===== config.mk =====
export PLATFORM = sky130hd
export DESIGN_NAME = ss_ref_ramp
export DESIGN_NICKNAME = d
export VERILOG_FILES = /design/src/rtl/ss_ref_pkg.sv /design/src/rtl/ss_dwell_ctr.sv /design/src/rtl/ss_step_ctr.sv /design/src/rtl/ss_ramp_flags.sv /design/src/rtl/ss_ref_ramp.sv
export SDC_FILE = /design/constraint.sdc
export NUM_CORES = 1
export LEC_CHECK = 0
export CORE_AREA = 2 2 39 41
export DETAILED_ROUTE_END_ITERATION = 10
export DIE_AREA = 0 0 41 43
export DONT_BUFFER_PORTS = 1
export HOLD_SLACK_MARGIN = 0.1
export PLACE_DENSITY = 0.68
export REMOVE_ABC_BUFFERS = 1
export SLEW_MARGIN = 20
export SYNTH_ARGS = -nofsm -noshare
export SYNTH_HDL_FRONTEND = slang
export SYNTH_SLANG_ARGS = --single-unit

===== constraint.sdc =====
create_clock -name clk -period 2.4 [get_ports clk]
set_input_delay 0.24 -clock clk [delete_from_list [all_inputs] [get_ports clk]]
set_output_delay 0.24 -clock clk [all_outputs]
set_load 0.01 [all_outputs]

===== src/rtl/ss_ref_pkg.sv =====
`timescale 1ns/1ps
// Package: default sizing shared by the staircase generator and its checker.
// Assumes: the step count and the step dwell are both powers of two.
package ss_ref_pkg;
    // log2 of the number of staircase steps (64 steps)
    localparam int SS_STEP_W_DEF  = 6;
    // log2 of the number of switching ticks per step (32 ticks)
    localparam int SS_DWELL_W_DEF = 5;
endpackage


===== src/rtl/ss_dwell_ctr.sv =====
`timescale 1ns/1ps
// ss_dwell_ctr: counts switching ticks inside one staircase step and raises
// a single-cycle wrap when the last tick of the step is counted.
// Assumes: adv is already gated off while the block is clearing or saturated.
module ss_dwell_ctr #(
    parameter int DWELL_W = 5
) (
    input  logic clk,
    input  logic rst_n,
    input  logic clr,
    input  logic adv,
    output logic wrap
);
    localparam logic [DWELL_W-1:0] LAST = '1;
    localparam logic [DWELL_W-1:0] ONE  = {{(DWELL_W-1){1'b0}}, 1'b1};

    logic [DWELL_W-1:0] cnt;

    // Tick position inside the step; wraps to zero after the last tick.
    always_ff @(posedge clk) begin
        if (!rst_n || clr) begin
            cnt <= '0;
        end else if (adv) begin
            cnt <= cnt + ONE;
        end
    end

    // The step ends on the tick that finds the counter at its top value.
    always_comb begin
        wrap = adv && (cnt == LAST);
    end
endmodule


===== src/rtl/ss_step_ctr.sv =====
`timescale 1ns/1ps
// ss_step_ctr: holds the reference code, which goes up by one per completed
// step and saturates at full scale (2**STEP_W).
// Assumes: inc is only raised while the code is below full scale.
module ss_step_ctr #(
    parameter int STEP_W = 6
) (
    input  logic              clk,
    input  logic              rst_n,
    input  logic              clr,
    input  logic              inc,
    output logic [STEP_W:0]   code,
    output logic              full
);
    localparam logic [STEP_W:0] FULL = {1'b1, {STEP_W{1'b0}}};
    localparam logic [STEP_W:0] ONE  = {{STEP_W{1'b0}}, 1'b1};

    // Reference code register; a clear has priority over a step.
    always_ff @(posedge clk) begin
        if (!rst_n || clr) begin
            code <= '0;
        end else if (inc && (code != FULL)) begin
            code <= code + ONE;
        end
    end

    // Full-scale detect used for saturation and the done flag.
    always_comb begin
        full = (code == FULL);
    end
endmodule


===== src/rtl/ss_ramp_flags.sv =====
`timescale 1ns/1ps
// ss_ramp_flags: derives the ramping and done status from the enable state
// and the full-scale detect.
// Assumes: full is driven from a register, so both outputs are glitch free.
module ss_ramp_flags (
    input  logic clk,
    input  logic rst_n,
    input  logic clr,
    input  logic full,
    output logic ramping,
    output logic done
);
    logic active_q;

    // Records that the block was enabled and not cleared last cycle.
    always_ff @(posedge clk) begin
        if (!rst_n || clr) begin
            active_q <= 1'b0;
        end else begin
            active_q <= 1'b1;
        end
    end

    // Ramping while active and below full scale; done at full scale.
    always_comb begin
        ramping = active_q && !full;
        done    = full;
    end
endmodule


===== src/rtl/ss_ref_ramp.sv =====
`timescale 1ns/1ps
// ss_ref_ramp: soft-start reference staircase. Counts switching ticks in
// groups of 2**DWELL_W; each group raises the reference code by one, up to
// full scale 2**STEP_W, where the code holds. Disable or restart clears it.
// Assumes: sw_tick is one clk wide per switching period, synchronous to clk.
module ss_ref_ramp
    import ss_ref_pkg::*;
#(
    parameter int STEP_W  = SS_STEP_W_DEF,
    parameter int DWELL_W = SS_DWELL_W_DEF
) (
    input  logic            clk,
    input  logic            rst_n,
    input  logic            sw_tick,
    input  logic            enable,
    input  logic            restart,
    output logic [STEP_W:0] ref_code,
    output logic            ramping,
    output logic            done
);
    logic clr;
    logic adv;
    logic step_wrap;
    logic at_full;

    // Clear request and tick qualification shared by the counters.
    always_comb begin
        clr = !enable || restart;
        adv = sw_tick && !clr && !at_full;
    end

    ss_dwell_ctr #(.DWELL_W(DWELL_W)) u_dwell (
        .clk   (clk),
        .rst_n (rst_n),
        .clr   (clr),
        .adv   (adv),
        .wrap  (step_wrap)
    );

    ss_step_ctr #(.STEP_W(STEP_W)) u_step (
        .clk   (clk),
        .rst_n (rst_n),
        .clr   (clr),
        .inc   (step_wrap),
        .code  (ref_code),
        .full  (at_full)
    );

    ss_ramp_flags u_flags (
        .clk     (clk),
        .rst_n   (rst_n),
        .clr     (clr),
        .full    (at_full),
        .ramping (ramping),
        .done    (done)
    );
endmodule


==> summary.md, run 1 <==
| Metric | Value |
|---|---|
| Status | `complete, no violations` |
| Slew Limit Fails | `0` |
| Placed wire-length estimate | `839.1 um` |
| Synth top area cells | `dfxtp_1 (41%), ha_1 (7.8%), xnor2_1 (6.9%)` |
| Fmax | `506.6 MHz` |
| Seq/Total Area, Yosys | `40.78%` |
| Pre-Repair DR Iteration Count | `4` |
| Max Buffers Root-to-Sink | `2` |
| DIE HEIGHT | `43 um` |
| Via Count | `490` |
| Endpoints failing hold | `0` |
| Synth Area in Simple Gates | `26.47%` |
| Endpoints failing setup | `0` |
| Cell Area, Placed | `654.4 um^2` |
| Fraction of synthesized cell area in xor and xnor cells | `6.863%` |
| Area growth syn-to-layout | `6.667%` |
| Critical-path cell list | `ha_1 > and3_1 > ha_1 > nand4b_1 > a31oi_1 > mux2i_1 > nor2_1` |
| CTS tree | `yes` |
| Final non-filler cell total | `87` |
| Post-CTS sizing | `0` |
| Yosys reg bits | `13` |
| Hold-fix buffers, CTS | `0` |
| Share of layout cells above drive strength 1 | `11.27%` |
| Clock Power Share | `37.0%` |
| CP Capture Type | `flip-flop` |
| Initial antenna violation count | `0` |
| # rows | `14` |
| Peak supply drop | `213.4 uV` |
| CTS Root Cell | `clkbuf_4` |
| First-pass GRT wire length | `1849 um` |
| Sinks on Clock Net | `13` |
| Largest net degree at the start of global routing | `14` |
| Sw frac | `20.60%` |
| Total Nets Final | `81` |
| Overflow after GRT | `0` |
| Fin util | `49.19%` |
| Setup Total Neg Slack | `0 ns` |
| CP max stage cell | `a31oi_1` |
| CP max stage delay | `0.39 ns` |
| Internal | `0.2836 mW` |
| Mux contribution to synthesized area | `4.706%` |
| Port Buffers | `0` |
| Comb power frac | `2.3%` |
| Placer Congestion | `0.6890` |
| Residual DRC | `0` |
| Drt initial violations | `11` |
| Via density | `5.632` |
| Slew HR | `62.55%` |
| All-Layer GR Usage | `15.25%` |
| Pre-CTS setup slack | `0.4702 ns` |
| Crit path max fanout | `7` |
| Most frequent cell on the critical path | `ha_1` |
| Mapped cell area | `638.1 um^2` |
| DR WL/cell | `12.74 um` |
| Slew @ Worst Pin | `0.5591 ns` |
| Setup WS post-layout | `0.4260 ns` |
| Total power | `0.3571 mW` |
| Post-synthesis adder-cell area fraction | `7.843%` |
| Final clock skew | `0.001210 ns` |
| Core Area | `1384 um^2` |
| Post-synthesis compound-gate area fraction | `10.39%` |
| Largest family of logic cells by synthesized area | `simple AND/OR/NAND/NOR gates` |
| Synth Area per Inst | `9.384 um^2` |
| Die area | `1763 um^2` |
| Max-cap violation count | `0` |
| HP Class | `in -> reg` |
| Critical path type | `reg -> reg` |
| Placed Cells | `83` |
| Syn. warnings | `0` |
| Final wirelength | `1108 um` |
| Final period utilization | `82.25%` |
| Clk Latency, worst-skew pair | `0.27 ns` |
| Top cell type's share of synthesized area | `40.78%` |
| Post-synth top area cell | `dfxtp_1` |
| RSZ-0062 raised after global routing | `no` |
| PwrDens | `524.7 nW/um^2` |
| Setup Buffers After CTS | `0` |
| Num CTS Buffers | `3` |
| Chip width | `41 um` |
| Synth Instances | `68` |
| Antenna Nets Post-Route | `0` |
| Hold WS | `0.3140 ns` |
| Sw Pwr | `0.07356 mW` |
| Share of power burned in registers | `60.7%` |
| Number of global-route vias before repair | `441` |
| Diodes inserted | `0` |
| Synth cell types | `25` |
| Critical path startpoint category | `flip-flop` |
| Initial Utilization | `46.11%` |
| Worst Path Required | `2.54 ns` |
| H-Tree Depth | `1` |
| Final Critical Period | `1.974 ns` |
| Finished Cell Area | `680.7 um^2` |
| Critical path arrival | `2.12 ns` |
| Leakage power | `0.2266 nW` |
| Io pins | `14` |
| Worst-path clk slew | `0.08 ns` |
power by group through the flow:
stage	sequential, mW	combinational (mW)	clock [mW]
floorplan	0.222	0.00689	0
global placement	0.222	0.00857	0
detailed placement	0.222	0.00849	0
CTS	0.217	0.00848	0.134
global route	0.217	0.00934	0.145
finish	0.217	0.00833	0.132
sequential cells by signal, indices dropped and copies added, names as in the netlist:
| signal | cells |
|---|---|
| u_step.code | 7 |
| u_dwell.cnt | 5 |
| u_flags.active_q | 1 |
layout by cell type (no fill, tap or decap), drive strengths merged:
cell | netlist | final
a21bo | 1 | 1
or3 | 2 | 2
ha | 4 | 4
dfxtp | 13 | 13
nor2 | 8 | 8
nand3 | 3 | 3
a21oi | 4 | 4
xnor2 | 5 | 5
a31oi | 2 | 2
or4 | 1 | 1
nor4 | 1 | 1
inv | 4 | 4
o21ai | 3 | 3
nor3 | 2 | 2
nand3b | 3 | 3
clkbuf | 1 | 4
nand4 | 1 | 1
nand4b | 1 | 1
mux2i | 3 | 3
and2b | 1 | 1
nand2 | 2 | 2
and3 | 2 | 2
a311oi | 1 | 1
cell usage after synthesis:
cell type  number
xnor2_1         5
nand3b_1        3
and3_1          1
nor3_1          2
inv_1           4
nor4_4          1
o21ai_0         3
and2b_2         1
dfxtp_1        13
or4_1           1
and3_4          1
or3_1           1
nor2_1          8
a21bo_2         1
ha_1            4
a31oi_1         2
nand4_1         1
a311oi_1        1
nand4b_1        1
a21oi_1         4
nand3_1         3
or3_2           1
clkbuf_1        1
mux2i_1         3
nand2_1         2
cell families after synthesis:
kind of cell,Yosys count
buf+inv,5
xor+xnor,5
fa+ha+maj,4
mux,3
compound gates,11
flops,13
simple gates,27
per-layer routing:
layer  up-vias  GRT usage [%]  part of all wire, %
met4         0          8.000                 0.90
li1        248              -                    -
met3         2          5.236                  5.8
met1       228          19.02                   47
met5         -              0                    0
met2        12          22.19                   46
worst max-delay path, delay by kind of cell, from the launching register on:
family / cells / cell delay (ns)
flip-flops: 1 / 0.38
multiplexers: 1 / 0.22
adder cells (fa/ha/maj): 2 / 0.37
AO/OA/AOI/OAI: 1 / 0.39
AND/OR/NAND/NOR: 3 / 0.49
final cells by class:
class | count | area (um^2)
well taps | 16 | 20.02
multi-input cells | 50 | 359.1
fillers | 143 | 703.2
inverters | 4 | 15.01
clock buffers | 4 | 26.28
flip-flops and latches | 13 | 260.3
worst paths after layout:
check	to	slack [ns]	depth (start not counted)	from
worst max-delay path	u_step.code[1]	0.43	7	u_dwell.cnt[0]
worst min-delay path	u_step.code[2]	0.31	3	sw_tick
worst max register to register	u_step.code[1]	0.43	7	u_dwell.cnt[0]
worst min register to register	u_dwell.cnt[4]	0.51	2	u_dwell.cnt[4]
Power figures use the tool's default switching activity.
==> inputs of run 2 (changes only) <==
Settings changed: PLACE_DENSITY 0.68 to 0.7.
Clock period 2.4 ns to 1.7 ns, I/O delays scaled along.
==> run 2 against run 1 <==
Effect of this change:
- cell area increased by 22%
- sequential cell count unchanged
- first-iteration DRC count down 82%
- wire length grew 13%
- total power rose by 43%
- largest power group unchanged
==> summary.md, run 2 (synthesis results as in run 1) <==
| Metric | Value |
|---|---|
| Status | `complete, no violations` |
| CTS Root Cell | `clkbuf_4` |
| Sinks on Clock Net | `13` |
| Top Layer Used | `met4` |
| PwrDens | `618.4 nW/um^2` |
| Met1 wire length | `538 um` |
| HP Class | `in -> reg` |
| Endpoints failing hold | `0` |
| Setup Total Neg Slack | `0 ns` |
| DIE HEIGHT | `43 um` |
| Total Nets Final | `93` |
| CTS tree | `yes` |
| CP max stage cell | `nor4_4` |
| Critical-path cell list | `nor4_4 > and3_4 > and2b_2` |
| # rows | `14` |
| Max Buffers Root-to-Sink | `2` |
| Hold-fix buffers, CTS | `0` |
| Area growth syn-to-layout | `29.61%` |
| Worst-path clk slew | `0.08 ns` |
| Max FFs per register | `7` |
| Largest regs | `u_step.code (7), u_dwell.cnt (5), u_flags.active_q (1)` |
| H-Tree Depth | `1` |
| Final Critical Period | `1.690 ns` |
| DR WL/cell | `12.66 um` |
| Critical path type | `reg -> out` |
| Slew @ Worst Pin | `0.5663 ns` |
| Largest net degree at the start of global routing | `14` |
| Met2 WL | `597 um` |
| Initial antenna violation count | `0` |
| Endpoints failing setup | `0` |
| All-Layer GR Usage | `16.94%` |
| Slew HR | `62.07%` |
| Via density | `5.323` |
| Num CTS Buffers | `3` |
| Peak supply drop | `371.9 uV` |
| Placer Congestion | `0.7013` |
| Most common cell after layout, fill and taps aside | `buf_4` |
| Drt initial violations | `2` |
| Cell Area, Placed | `729.5 um^2` |
| Fmax | `591.8 MHz` |
| Pre-Repair DR Iteration Count | `4` |
| Die area | `1763 um^2` |
| Chip width | `41 um` |
| Slew Limit Fails | `0` |
| Final clock skew | `0.001319 ns` |
| Port Buffers | `0` |
| Biggest register | `u_step.code` |
| CP Capture Type | `output port` |
| Placed wire-length estimate | `892.6 um` |
| Leakage power | `0.2844 nW` |
| Setup WS post-layout | `0.01035 ns` |
| First-pass GRT wire length | `1938 um` |
| Fin util | `59.76%` |
| CP max stage delay | `0.39 ns` |
| Finished Cell Area | `827.0 um^2` |
| Number of fill cells | `115` |
| Via Count | `527` |
| Critical path arrival | `1.52 ns` |
| Final wirelength | `1253 um` |
| Final period utilization | `99.39%` |
| Critical path startpoint category | `flip-flop` |
| Crit path max fanout | `3` |
| Residual DRC | `0` |
| Pre-CTS setup slack | `-0.09970 ns` |
| Max-cap violation count | `0` |
| RSZ-0062 raised after global routing | `yes` |
| Diodes inserted | `0` |
| Antenna Nets Post-Route | `0` |
| Core Area | `1384 um^2` |
| Number of global-route vias before repair | `510` |
| Met3 routed wirelength | `82 um` |
| Initial Utilization | `46.11%` |
| Commonest non-fill, non-tap cells in the layout | `buf_4 (12), dfxtp_1 (11), nor2_1 (8), xnor2_1 (5)` |
| Clk Latency, worst-skew pair | `0.28 ns` |
| Overflow after GRT | `0` |
| Share of layout cells above drive strength 1 | `32.53%` |
| Worst Path Required | `1.53 ns` |
| Io pins | `14` |
run 2: worst max-delay path, delay by kind of cell, from the launching register on:
| family | cells | cell delay (ns) |
|---|---|---|
| flip-flops | 1 | 0.34 |
| AND/OR/NAND/NOR | 3 | 0.90 |
run 2: worst paths after layout:
path               endpoint      startpoint  slack, ns  cells past startpoint
max                 ramping  u_step.code[5]       0.01                      3
min          u_step.code[2]         sw_tick       0.25                      3
max reg2reg  u_step.code[3]  u_dwell.cnt[0]       0.07                      7
min reg2reg  u_dwell.cnt[3]  u_dwell.cnt[3]       0.54                      2
run 2: metal layers:
metal / track usage (%) / vias up
li1: - / 272
met1: 18.89 / 236
met2: 24.69 / 15
met3: 5.236 / 4
met4: 14.00 / 0
met5: 0 / -
run 2: power by group:
group / switching (mW) / total [mW] / internal [mW]
clock: 0.102 / 0.193 / 0.0910
sequential: 0.000477 / 0.306 / 0.305
combinational: 0.00749 / 0.0122 / 0.00475
total: 0.110 / 0.511 / 0.401
run 2: cell type report:
cell class                      instances  area [um^2]  share of cell area, %
Timing Repair Buffer                   12        90.09                  10.89
Clock buffer                            4        26.28                  3.177
Sequential cell                        13        262.8                  31.77
Multi-Input combinational cell         50        412.9                  49.92
Inverter                                4        15.01                  1.815
Tap cell                               16        20.02                  2.421
run 2: timing repair:
item | CTS | global route
buffers inserted | 0 | 2
resized for setup | 9 | 2
setup endpoints to repair | 3 | 7
pin swaps | 1 | 1
run 2: per-stage QoR:
stage                     std cells  total power [mW]  hold WS (ns)
final                            99            0.5115        0.2512
after global routing             99            0.5321        0.2616
after CTS                        97            0.5184        0.2313
after detailed placement         93            0.3253        0.4998
after global placement           93            0.3252        0.4943
after floorplan                  67            0.3227        0.4672
